==> config.mk <==
export PLATFORM = sky130hd
export DESIGN_NAME = cfg_loader
export DESIGN_NICKNAME = d
export VERILOG_FILES = /design/src/rtl/cfg_loader_pkg.sv /design/src/rtl/cfg_loader_sync.sv /design/src/rtl/cfg_loader_ser.sv /design/src/rtl/cfg_loader_seq.sv /design/src/rtl/cfg_loader_regs.sv /design/src/rtl/cfg_loader.sv
export SDC_FILE = /design/constraint.sdc
export NUM_CORES = 1
export LEC_CHECK = 0
export ABC_AREA = 0
export ABC_CLOCK_PERIOD_IN_PS = 3200
export BUFFER_PORTS_ARGS = -buffer_cell sky130_fd_sc_hd__buf_2
export CAP_MARGIN = 20
export CORE_MARGIN = 5
export CORE_UTILIZATION = 40
export DETAILED_ROUTE_END_ITERATION = 12
export PLACE_DENSITY_LB_ADDON = 0.08
export SETUP_SLACK_MARGIN = 0.2
export SLEW_MARGIN = 10
export SYNTH_ARGS = -nofsm -noshare
export SYNTH_HDL_FRONTEND = slang
export SYNTH_HIERARCHICAL = 1
export SYNTH_SLANG_ARGS = --single-unit
==> constraint.sdc <==
create_clock -name clk -period 3.2 [get_ports clk]
set_clock_uncertainty 0.2 [all_clocks]
set_input_delay 0 -clock clk [delete_from_list [all_inputs] [get_ports clk]]
set_output_delay 0 -clock clk [all_outputs]
set_load 0.02 [all_outputs]
==> src/rtl/cfg_loader_pkg.sv <==
package cfg_loader_pkg;

    typedef enum logic [2:0] {
        ST_IDLE,
        ST_PULSE,
        ST_WAIT,
        ST_LOAD,
        ST_USER
    } seq_st_e;

    localparam logic [7:0] ID_CFG_MODE = 8'h48;
    localparam logic [7:0] ID_USR_MODE = 8'h49;

    localparam int OFF_CTRL = 'h0;
    localparam int OFF_DATA = 'h2;
    localparam int OFF_ID   = 'hA;

    localparam int STAT_READY = 0;
    localparam int STAT_NSTAT = 1;
    localparam int STAT_DONE  = 2;
    localparam int STAT_ERR   = 3;
    localparam int STAT_BUSY  = 4;

endpackage

==> src/rtl/cfg_loader_sync.sv <==
module cfg_loader_sync #(
    parameter int   STAGES  = 2,
    parameter logic RST_VAL = 1'b0
) (
    input  logic clk,
    input  logic rst_n,
    input  logic d,
    output logic q
);
    logic [STAGES-1:0] chain_d, chain_q;

    generate
        if (STAGES == 1) begin : g_one
            always_comb chain_d = d;
        end else begin : g_many
            always_comb chain_d = {chain_q[STAGES-2:0], d};
        end
    endgenerate

    always_ff @(posedge clk or negedge rst_n) begin
        if (!rst_n) chain_q <= {STAGES{RST_VAL}};
        else        chain_q <= chain_d;
    end

    assign q = chain_q[STAGES-1];
endmodule

==> src/rtl/cfg_loader_ser.sv <==
module cfg_loader_ser #(
    parameter int DW = 8
) (
    input  logic          clk,
    input  logic          rst_n,
    input  logic          load,
    input  logic          abort,
    input  logic [DW-1:0] din,
    output logic          busy,
    output logic          dclk,
    output logic          dout
);
    localparam int PHASES = 2 * DW;
    localparam int CW     = $clog2(PHASES);
    localparam logic [CW-1:0] LAST = CW'(PHASES - 1);

    typedef struct packed {
        logic [DW-1:0] sh;
        logic [CW-1:0] cnt;
        logic          busy;
        logic          dclk;
    } ser_t;

    ser_t s_d, s_q;

    always_comb begin
        s_d = s_q;
        if (abort) begin
            s_d.busy = 1'b0;
            s_d.dclk = 1'b0;
            s_d.cnt  = '0;
        end else if (load && !s_q.busy) begin
            s_d.sh   = din;
            s_d.cnt  = '0;
            s_d.busy = 1'b1;
            s_d.dclk = 1'b0;
        end else if (s_q.busy) begin
            if (!s_q.cnt[0]) begin
                s_d.dclk = 1'b1;
                s_d.cnt  = s_q.cnt + 1'b1;
            end else if (s_q.cnt == LAST) begin
                s_d.busy = 1'b0;
                s_d.dclk = 1'b0;
            end else begin
                s_d.dclk = 1'b0;
                s_d.sh   = s_q.sh >> 1;
                s_d.cnt  = s_q.cnt + 1'b1;
            end
        end
    end

    always_ff @(posedge clk or negedge rst_n) begin
        if (!rst_n) s_q <= '{sh: '0, cnt: '0, busy: 1'b0, dclk: 1'b0};
        else        s_q <= s_d;
    end

    assign busy = s_q.busy;
    assign dclk = s_q.dclk;
    assign dout = s_q.sh[0];
endmodule

==> src/rtl/cfg_loader_seq.sv <==
module cfg_loader_seq
    import cfg_loader_pkg::*;
#(
    parameter int NCFG_LOW = 8,
    parameter int TIMEOUT  = 2000
) (
    input  logic clk,
    input  logic rst_n,
    input  logic start,
    input  logic ns_s,
    input  logic cd_s,
    input  logic ser_busy,
    output logic ncfg,
    output logic ready,
    output logic err,
    output logic user,
    output logic ser_abort
);
    localparam int MAXC = (NCFG_LOW > TIMEOUT) ? NCFG_LOW : TIMEOUT;
    localparam int CW   = $clog2(MAXC + 1);
    localparam logic [CW-1:0] PULSE_END = CW'(NCFG_LOW - 1);
    localparam logic [CW-1:0] WAIT_END  = CW'(TIMEOUT - 1);

    typedef struct packed {
        seq_st_e       st;
        logic [CW-1:0] cnt;
        logic          seen;
        logic          err;
        logic          ncfg;
    } seq_t;

    seq_t s_d, s_q;

    always_comb begin
        s_d       = s_q;
        ser_abort = 1'b0;
        unique case (s_q.st)
            ST_IDLE: ;
            ST_PULSE: begin
                if (!ns_s) s_d.seen = 1'b1;
                if (s_q.cnt == PULSE_END) begin
                    s_d.ncfg = 1'b1;
                    s_d.st   = ST_WAIT;
                    s_d.cnt  = '0;
                end else begin
                    s_d.cnt = s_q.cnt + 1'b1;
                end
            end
            ST_WAIT: begin
                if (!ns_s) s_d.seen = 1'b1;
                if (s_q.seen && ns_s) begin
                    s_d.st = ST_LOAD;
                end else if (s_q.cnt == WAIT_END) begin
                    s_d.err = 1'b1;
                    s_d.st  = ST_IDLE;
                end else begin
                    s_d.cnt = s_q.cnt + 1'b1;
                end
            end
            ST_LOAD: begin
                if (!ns_s) begin
                    s_d.err   = 1'b1;
                    s_d.st    = ST_IDLE;
                    ser_abort = 1'b1;
                end else if (cd_s && !ser_busy) begin
                    s_d.st = ST_USER;
                end
            end
            ST_USER: ;
            default: s_d.st = ST_IDLE;
        endcase
        if (start) begin
            s_d.st    = ST_PULSE;
            s_d.ncfg  = 1'b0;
            s_d.cnt   = '0;
            s_d.seen  = 1'b0;
            s_d.err   = 1'b0;
            ser_abort = 1'b1;
        end
    end

    always_ff @(posedge clk or negedge rst_n) begin
        if (!rst_n) s_q <= '{st: ST_IDLE, cnt: '0, seen: 1'b0, err: 1'b0, ncfg: 1'b1};
        else        s_q <= s_d;
    end

    assign ncfg  = s_q.ncfg;
    assign err   = s_q.err;
    assign ready = (s_q.st == ST_LOAD);
    assign user  = (s_q.st == ST_USER);
endmodule

==> src/rtl/cfg_loader_regs.sv <==
module cfg_loader_regs
    import cfg_loader_pkg::*;
#(
    parameter int ADDR_W = 4
) (
    input  logic              bus_sel,
    input  logic              bus_wr,
    input  logic [ADDR_W-1:0] bus_addr,
    input  logic [7:0]        bus_wdata,
    output logic [7:0]        bus_rdata,
    input  logic              user,
    input  logic              ready,
    input  logic              err,
    input  logic              busy,
    input  logic              ns_s,
    input  logic              cd_s,
    input  logic [7:0]        usr_rdata,
    output logic              start,
    output logic              data_load,
    output logic              usr_sel,
    output logic              usr_wr,
    output logic [ADDR_W-1:0] usr_addr,
    output logic [7:0]        usr_wdata
);
    localparam logic [ADDR_W-1:0] A_CTRL = ADDR_W'(OFF_CTRL);
    localparam logic [ADDR_W-1:0] A_DATA = ADDR_W'(OFF_DATA);
    localparam logic [ADDR_W-1:0] A_ID   = ADDR_W'(OFF_ID);

    logic       is_id;
    logic [7:0] status;

    always_comb begin
        is_id = (bus_addr == A_ID);

        status              = '0;
        status[STAT_READY]  = ready;
        status[STAT_NSTAT]  = ns_s;
        status[STAT_DONE]   = cd_s;
        status[STAT_ERR]    = err;
        status[STAT_BUSY]   = busy;

        start     = bus_sel && bus_wr && (bus_addr == A_CTRL) && bus_wdata[0];
        data_load = bus_sel && bus_wr && !user && (bus_addr == A_DATA) && ready && !busy;

        usr_sel   = bus_sel && user && !is_id;
        usr_wr    = bus_wr;
        usr_addr  = bus_addr;
        usr_wdata = bus_wdata;

        if (is_id)                   bus_rdata = user ? ID_USR_MODE : ID_CFG_MODE;
        else if (user)               bus_rdata = usr_rdata;
        else if (bus_addr == A_CTRL) bus_rdata = status;
        else                         bus_rdata = '0;
    end
endmodule

==> src/rtl/cfg_loader.sv <==
module cfg_loader #(
    parameter int ADDR_W      = 4,
    parameter int NCFG_LOW    = 8,
    parameter int TIMEOUT     = 2000,
    parameter int SYNC_STAGES = 2
) (
    input  logic              clk,
    input  logic              rst_n,
    input  logic              bus_sel,
    input  logic              bus_wr,
    input  logic [ADDR_W-1:0] bus_addr,
    input  logic [7:0]        bus_wdata,
    output logic [7:0]        bus_rdata,
    output logic              cfg_en,
    output logic              usr_sel,
    output logic              usr_wr,
    output logic [ADDR_W-1:0] usr_addr,
    output logic [7:0]        usr_wdata,
    input  logic [7:0]        usr_rdata,
    output logic              dev_ncfg,
    input  logic              dev_nstatus,
    input  logic              dev_conf_done,
    output logic              dev_dclk,
    output logic              dev_data0
);
    logic ns_s, cd_s;
    logic seq_ready, seq_err, seq_user, ser_abort;
    logic ser_busy, start, data_load;

    cfg_loader_sync #(.STAGES(SYNC_STAGES), .RST_VAL(1'b1)) u_sync_ns (
        .clk(clk), .rst_n(rst_n), .d(dev_nstatus), .q(ns_s)
    );

    cfg_loader_sync #(.STAGES(SYNC_STAGES), .RST_VAL(1'b0)) u_sync_cd (
        .clk(clk), .rst_n(rst_n), .d(dev_conf_done), .q(cd_s)
    );

    cfg_loader_regs #(.ADDR_W(ADDR_W)) u_regs (
        .bus_sel(bus_sel), .bus_wr(bus_wr), .bus_addr(bus_addr),
        .bus_wdata(bus_wdata), .bus_rdata(bus_rdata),
        .user(seq_user), .ready(seq_ready), .err(seq_err), .busy(ser_busy),
        .ns_s(ns_s), .cd_s(cd_s), .usr_rdata(usr_rdata),
        .start(start), .data_load(data_load),
        .usr_sel(usr_sel), .usr_wr(usr_wr), .usr_addr(usr_addr), .usr_wdata(usr_wdata)
    );

    cfg_loader_seq #(.NCFG_LOW(NCFG_LOW), .TIMEOUT(TIMEOUT)) u_seq (
        .clk(clk), .rst_n(rst_n), .start(start), .ns_s(ns_s), .cd_s(cd_s),
        .ser_busy(ser_busy), .ncfg(dev_ncfg), .ready(seq_ready), .err(seq_err),
        .user(seq_user), .ser_abort(ser_abort)
    );

    cfg_loader_ser #(.DW(8)) u_ser (
        .clk(clk), .rst_n(rst_n), .load(data_load), .abort(ser_abort),
        .din(bus_wdata), .busy(ser_busy), .dclk(dev_dclk), .dout(dev_data0)
    );

    assign cfg_en = !seq_user;
endmodule

==> qor.csv, run 1 <==
stage,metric,value,unit
status,status,completed,
clock_tree,insertion_delay,0.28,ns
floorplanning,die_x,85.3,um
grt,first_global_vias,1946,
clock_tree,clk_pin_slew_worst_paths,0.07,ns
logic_synthesis,synth_edf_count,0,
power_and_ir_drop,p_switching,0.727,mW
grt,grt_pass1_wl,9110,um
logic_synthesis,syn_inst,233,
grt,gr-total-overflow,0,
setup_path,cp.depth,9,
routing,drc,0,
finish,nets,316,
setup_path,worst_setup_path_start_kind,flop,
finish,nFillCells,531,
floorplanning,core_area,5510,um^2
flow_run,cap_viol_max_count,0,
logic_synthesis,synth_top_cells_by_area,"dfrtp_1 35%, mux2_2 4.5%, buf_4 4.3%",
finish,drive_gt1_share,31.3,%
setup_path,crit_type,reg -> reg,
logic_synthesis,synth_top_area_share,35.3,%
clock_tree,h-tree-depth,2,
clock_tree,cts_made_buffers,5,
routing,vias_per_cell,5.53,
sta,hold_violations,0,
logic_synthesis,ys_seq_area_share,38.8,%
sta,fin_crit,2.67,ns
grt,grt_start_max_net_pins,36,
setup_path,end_kind,flop,
setup_path,crit_top_cell,nand2_1,
setup_path,slowest_delay,0.48,ns
setup_path,setup.worst_path.start,u_seq/s_q[15],
logic_synthesis,syn_nets,262,
setup_path,endpoint,u_ser/s_q[9],
power_and_ir_drop,p_sw_share,40.4,%
sta,fmax,375,MHz
power_and_ir_drop,clockPowerShare,18.6,%
clock_tree,cts_sinks,35,
logic_synthesis,synth_cell_types,59,
sta,tightest_slew,0.787,ns
logic_synthesis,synth.avg_cell_area,9.74,um^2
sta,drv_slew,0,
floorplanning,die_area,7280,um^2
routing,wl_met3,351,um
clock_tree,cts_tree,built,
routing,wl_met2,2500,um
routing,wl_per_cell,15.1,um
sta,finalSetupViolCount,0,
finish,antenna_cells,0,
power_and_ir_drop,p_int,1.07,mW
floorplanning,initial_core_util,41.2,%
setup_path,r2r-end,u_ser/s_q[9],
setup_path,crit_buf_inv,2,
power_and_ir_drop,power.density,658,nW/um^2
logic_synthesis,yosysTopAreaCell,dfrtp_1,
logic_synthesis,yosys.cell_count.top_type,dfrtp_1,
sta,fin_tns_setup,0,ns
routing,vias,1990,
clock_tree,cts_root_buf,clkbuf_8,
logic_synthesis,ys_ff_latch,35,
placed_design,globalplace.congestion,0.851,
setup_path,crit_slowest_cell,dfrtp_1,
setup_path,r2r_slack,0.53,ns
setup_path,path_cells,nor2b_1 > nand2_1 > inv_1 > nand2_1 > nor4b_2 > nor2_1 > a2111oi_4 > buf_4 > mux2_2,
grt,gr-usage-all-layers,15.2,%
power_and_ir_drop,power_frac_seq,40.2,%
logic_synthesis,yosys_most_used_dff,dfrtp_1,
sta,slew_headroom,47.5,%
routing,maxUsedRoutingLayer,met4,
setup_path,rr_startpoint,u_seq/s_q[15],
finish,final_util,49.6,%
setup_path,path_max_fanout,10,
power_and_ir_drop,vdd_ir_drop_max,0.269,mV
sta,hold_slack,0.0992,ns
finish,syn_to_final_growth,20.5,%
floorplanning,pin_count,52,
floorplanning,die_h,85.3,um
setup_path,r2r_cells,9,
clock_tree,clock_path_buffers,2,
logic_synthesis,ys_warn_count,6,
placed_design,portBuffers,51,
logic_synthesis,async_reset_ff_share,100,%
setup_path,worstPathArrival,2.64,ns
logic_synthesis,yosys-top-cells-count,"32 x dfrtp_1, 17 x nand2_1, 13 x buf_4, 13 x nor2_1",
sta,rsz0062_at_grt,false,
clock_tree,post_cts_buffers,0,
setup_path,required,3.17,ns
floorplanning,rows,27,
placed_design,hpwl,3800,um
routing,wl_met1,2500,um
power_and_ir_drop,combinationalPowerShare,41.2,%
routing,drtAntennaViolNets,0,
sta,fin_crit_sh,83.3,%
power_and_ir_drop,leakage,1.21,nW
grt,antenna_found_initial,0,
logic_synthesis,synth_area,2270,um^2
routing,firstDrtPassIters,4,
routing,drtIter0Drc,79,
routing,routed_wl,5420,um
setup_path,cp_top_family,simple AND/OR/NAND/NOR gates,
min_path,hold_class,in -> out,
[layer usage]
layer,vias to the layer above,global-route usage (%)
li1,984,-
met1,943,19.9
met3,7,3.79
met5,-,0
met4,0,4.60
met2,56,24.5
[registers in the layout, summed over array words and instances, names as in the netlist]
name	count
u_ser/busy	1
u_sync_ns/chain_q	2
u_sync_cd/chain_q	2
u_ser/dout	1
u_ser/dclk	1
u_seq/ncfg	1
u_seq/s_q	15
u_ser/s_q	11
u_seq/err	1
[what timing repair did]
item | 4_1_cts | 5_1_grt
setup endpoints to repair | 0 | 4
gates resized for setup | 0 | 1
endpoints found under the hold margin | 43 | 0
hold buffers | 13 | 0
[power by group through the flow]
stage	Clock (mW)	Sequential (mW)	Combinational (mW)
CTS	0.348	0.722	0.750
finish	0.334	0.723	0.741
floorplan	0	0.680	0.606
detailed placement	0	0.730	0.738
global placement	0	0.731	0.733
global route	0.365	0.748	0.830
[layout make-up]
type                    instances  area (um^2)  share of cell area, %
well taps                      72         90.1                   3.30
clock inverters                 1         5.00                  0.183
flip-flops and latches         35          880                   32.2
inverters                       9         33.8                   1.24
clock buffers                   7         86.3                   3.16
repair buffers                 70          430                   15.8
multi-input cells             166         1210                   44.2
[cell families after synthesis]
kind of cell / share of synthesized area (%)
AND/OR/NAND/NOR: 23.7
AO/OA/AOI/OAI: 22.7
flip-flops: 38.8
buffers and inverters: 8.27
multiplexers: 4.91
adder cells (fa/ha/maj): 1.65
[worst min path at each step]
| stage | startpoint | end | slack, ns | cells past startpoint |
|---|---|---|---|---|
| 6_report | bus_addr[0] | usr_addr[0] | 0.1 | 2 |
| 5_1_grt | bus_addr[2] | usr_addr[2] | 0.11 | 2 |
| 4_1_cts | bus_addr[0] | usr_addr[0] | 0.10 | 2 |
| 3_5_place_dp | dev_conf_done | u_sync_cd/chain_q[0] | -0.08 | 1 |
| 3_3_place_gp | dev_nstatus | u_sync_ns/chain_q[0] | -0.09 | 1 |
| 2_1_floorplan | rst_n | u_seq/err | -0.50 | 0 |
[cells in the final DEF, fill, tap and decap left out, types with 2 or more instances in the layout]
master	n
buf_2	51
dfrtp_1	32
nand2_1	17
dlygate4sd3_1	13
nor2_1	13
a21oi_1	11
and3_1	11
nand3_1	10
inv_1	9
mux2_2	9
nor2b_1	8
nor3_1	8
a32o_1	8
clkbuf_8	6
buf_4	6
a22o_1	5
o211ai_1	4
a221o_1	4
a211oi_1	4
a22oi_1	3
o21ai_1	3
o21ai_0	3
or2_2	3
nand4_1	3
ha_1	3
dfstp_2	3
nand4bb_1	2
nor4b_2	2
nor3b_1	2
a31o_2	2
[stage by stage]
step / worst slack, ns / cell area, um^2 / total power, mW / cells
finish: 0.533 / 2730 / 1.80 / 360
global route: 0.324 / 2730 / 1.94 / 360
CTS: 0.433 / 2730 / 1.82 / 360
detailed placement: 0.455 / 2500 / 1.47 / 339
global placement: 0.519 / 2500 / 1.46 / 339
floorplan: 0.605 / 2270 / 1.29 / 233
Note: power is estimated with default switching activity, not from simulation.
==> run 2, diff against run 1 <==
Settings changed: ABC_CLOCK_PERIOD_IN_PS 3200 to 2700.
Clock period 3.2 ns to 2.7 ns, I/O delays scaled along.
==> qor.csv, run 2 (same netlist as run 1, synthesis figures left out) <==
stage,metric,value,unit,change
finish,final_common_cell,buf_2,,
setup_path,required,2.67,ns,-0.50 ns
setup_path,path_cells,nor2b_1 > nand2_1 > inv_1 > nand2_1 > nor4b_2 > nor2_1 > a2111oi_4 > buf_4 > mux2_2,,
routing,wl_per_cell,14.7,um,-2.3%
routing,drtAntennaViolNets,0,,unchanged
setup_path,path_max_fanout,8,,-2
floorplanning,core_area,5510,um^2,unchanged
sta,finalSetupViolCount,0,,unchanged
placed_design,hpwl,3950,um,+3.8%
floorplanning,pin_count,52,,unchanged
sta,rsz0062_at_grt,false,,
sta,slew_headroom,47.3,%,-0.21 points
setup_path,cp_top_family,simple AND/OR/NAND/NOR gates,,
clock_tree,cts_sinks,35,,unchanged
sta,fin_ws,0.391,ns,-0.142 ns
setup_path,end_kind,flop,,
routing,routed_wl,5360,um,-1.2%
sta,fin_tns_setup,0,ns,unchanged
setup_path,crit_type,reg -> reg,,
sta,fin_crit_sh,85.5,%,+2.2 points
setup_path,worstPathArrival,2.28,ns,-0.36 ns
clock_tree,insertion_delay,0.28,ns,about the same
grt,grt_start_max_net_pins,36,,unchanged
routing,vias,2019,,+1.5%
clock_tree,cts_made_buffers,5,,unchanged
sta,tightest_slew,0.790,ns,+0.00315 ns
finish,mostFrequentLayoutCells,"51 x buf_2, 32 x dfrtp_1, 17 x nand2_1, 13 x nor2_1, 12 x buf_4",,
routing,firstDrtPassIters,4,,unchanged
setup_path,crit_slowest_cell,dfrtp_1,,
setup_path,slowest_delay,0.37,ns,-0.11 ns
finish,regMostFlops,u_seq/s_q,,
grt,grt_pass1_wl,9110,um,about the same
clock_tree,post_cts_buffers,0,,unchanged
grt,gr-usage-all-layers,15.3,%,+0.098 points
grt,gr-total-overflow,0,,unchanged
setup_path,crit_top_cell,nand2_1,,
routing,vias_per_cell,5.55,,+0.34%
power_and_ir_drop,power.density,794,nW/um^2,+21%
sta,hold_violations,0,,unchanged
floorplanning,initial_core_util,41.2,%,unchanged
placed_design,pre_cts_slack,0.292,ns,-0.163 ns
routing,drtIter0Drc,58,,-27%
finish,nFillCells,513,,-3.4%
finish,drive_gt1_share,32.9,%,+1.6 points
finish,final_util,50.2,%,+0.61 points
setup_path,worst_setup_path_start_kind,flop,,
grt,antenna_found_initial,0,,unchanged
power_and_ir_drop,leakage,1.23,nW,+1.9%
clock_tree,cts_tree,built,,
clock_tree,h-tree-depth,2,,unchanged
flow_run,cap_viol_max_count,0,,unchanged
floorplanning,die_h,85.3,um,unchanged
placed_design,portBuffers,51,,unchanged
min_path,hold_class,in -> out,,
clock_tree,cts_root_buf,clkbuf_8,,
floorplanning,die_x,85.3,um,unchanged
floorplanning,rows,27,,unchanged
grt,first_global_vias,1910,,-1.8%
routing,drc,0,,unchanged
status,status,completed,,
finish,antenna_cells,0,,unchanged
clock_tree,clock_path_buffers,2,,unchanged
finish,largest_reg_flops,15,,unchanged
finish,top_regs,"u_seq/s_q: 15 flops, u_ser/s_q: 11 flops",,
placed_design,globalplace.congestion,0.804,,-5.6%
sta,hold_slack,0.0390,ns,-0.0602 ns
finish,nets,320,,+1.3%
sta,fmax,433,MHz,+16%
sta,fin_crit,2.31,ns,-0.358 ns
setup_path,crit_buf_inv,2,,unchanged
power_and_ir_drop,vdd_ir_drop_max,0.322,mV,+20%
clock_tree,clk_pin_slew_worst_paths,0.07,ns,about the same
floorplanning,die_area,7280,um^2,unchanged
finish,syn_to_final_growth,22.0,%,
sta,drv_slew,0,,unchanged
==> run 2: cell types whose count changed in the layout (fill, tap and decap cells not counted) <==
cell,previous run,this run
clkbuf_8,6,7
clkinv_2,1,0
dlygate4sd3_1,13,11
buf_4,6,12
==> run 2: worst paths after layout <==
kind / start / end / slack [ns] / cells after the start
worst max-delay path: u_seq/s_q[15] / u_ser/s_q[9] / 0.39 / 9
worst min register to register: u_sync_cd/chain_q[0] / u_sync_cd/chain_q[1] / 0.15 / 0
max in group asynchronous: rst_n / u_sync_cd/chain_q[1] / 1.66 / 2
worst min-delay path: bus_wr / usr_wr / 0.04 / 2
worst max register to register: u_seq/s_q[15] / u_ser/s_q[9] / 0.39 / 9
min in group asynchronous: rst_n / u_seq/s_q[13] / 0.13 / 2
==> run 2: routing by layer <==
metal  track usage, %  share of wire, %  up-vias
li1                 -                 -     1003
met1             20.0                47      955
met2             24.9                45       56
met3             4.17               6.9        5
met4             3.88              0.95        0
met5                0                 0        -
==> run 2: area by class of cell <==
| class | instances | area (um^2) | share of cell area [%] |
|---|---|---|---|
| Multi-Input combinational cell | 166 | 1210 | 43.6 |
| Sequential cell | 35 | 880 | 31.8 |
| Timing Repair Buffer | 74 | 455 | 16.5 |
| Clock buffer | 8 | 100 | 3.62 |
| Tap cell | 72 | 90.1 | 3.26 |
| Inverter | 9 | 33.8 | 1.22 |
==> run 2: stage by stage <==
| step | std cells | power [mW] | cell area, um^2 |
|---|---|---|---|
| final | 364 | 2.20 | 2770 |
| after global routing | 364 | 2.38 | 2770 |
| after CTS | 364 | 2.23 | 2760 |
| after detailed placement | 345 | 1.78 | 2550 |
| after global placement | 345 | 1.78 | 2550 |
| after floorplan | 233 | 1.52 | 2270 |
==> run 2: report_power, final <==
group	internal (mW)	leakage, nW	switching, mW
clock	0.233	0.0515	0.182
combinational	0.435	0.762	0.511
sequential	0.661	0.421	0.174
total	1.33	1.23	0.867
==> run 2: repair_timing <==
| action | in CTS | in global routing |
|---|---|---|
| resized for setup | 0 | 1 |
| setup endpoints to repair | 0 | 7 |
| hold endpoints to repair | 42 | 0 |
| hold buffers | 11 | 0 |
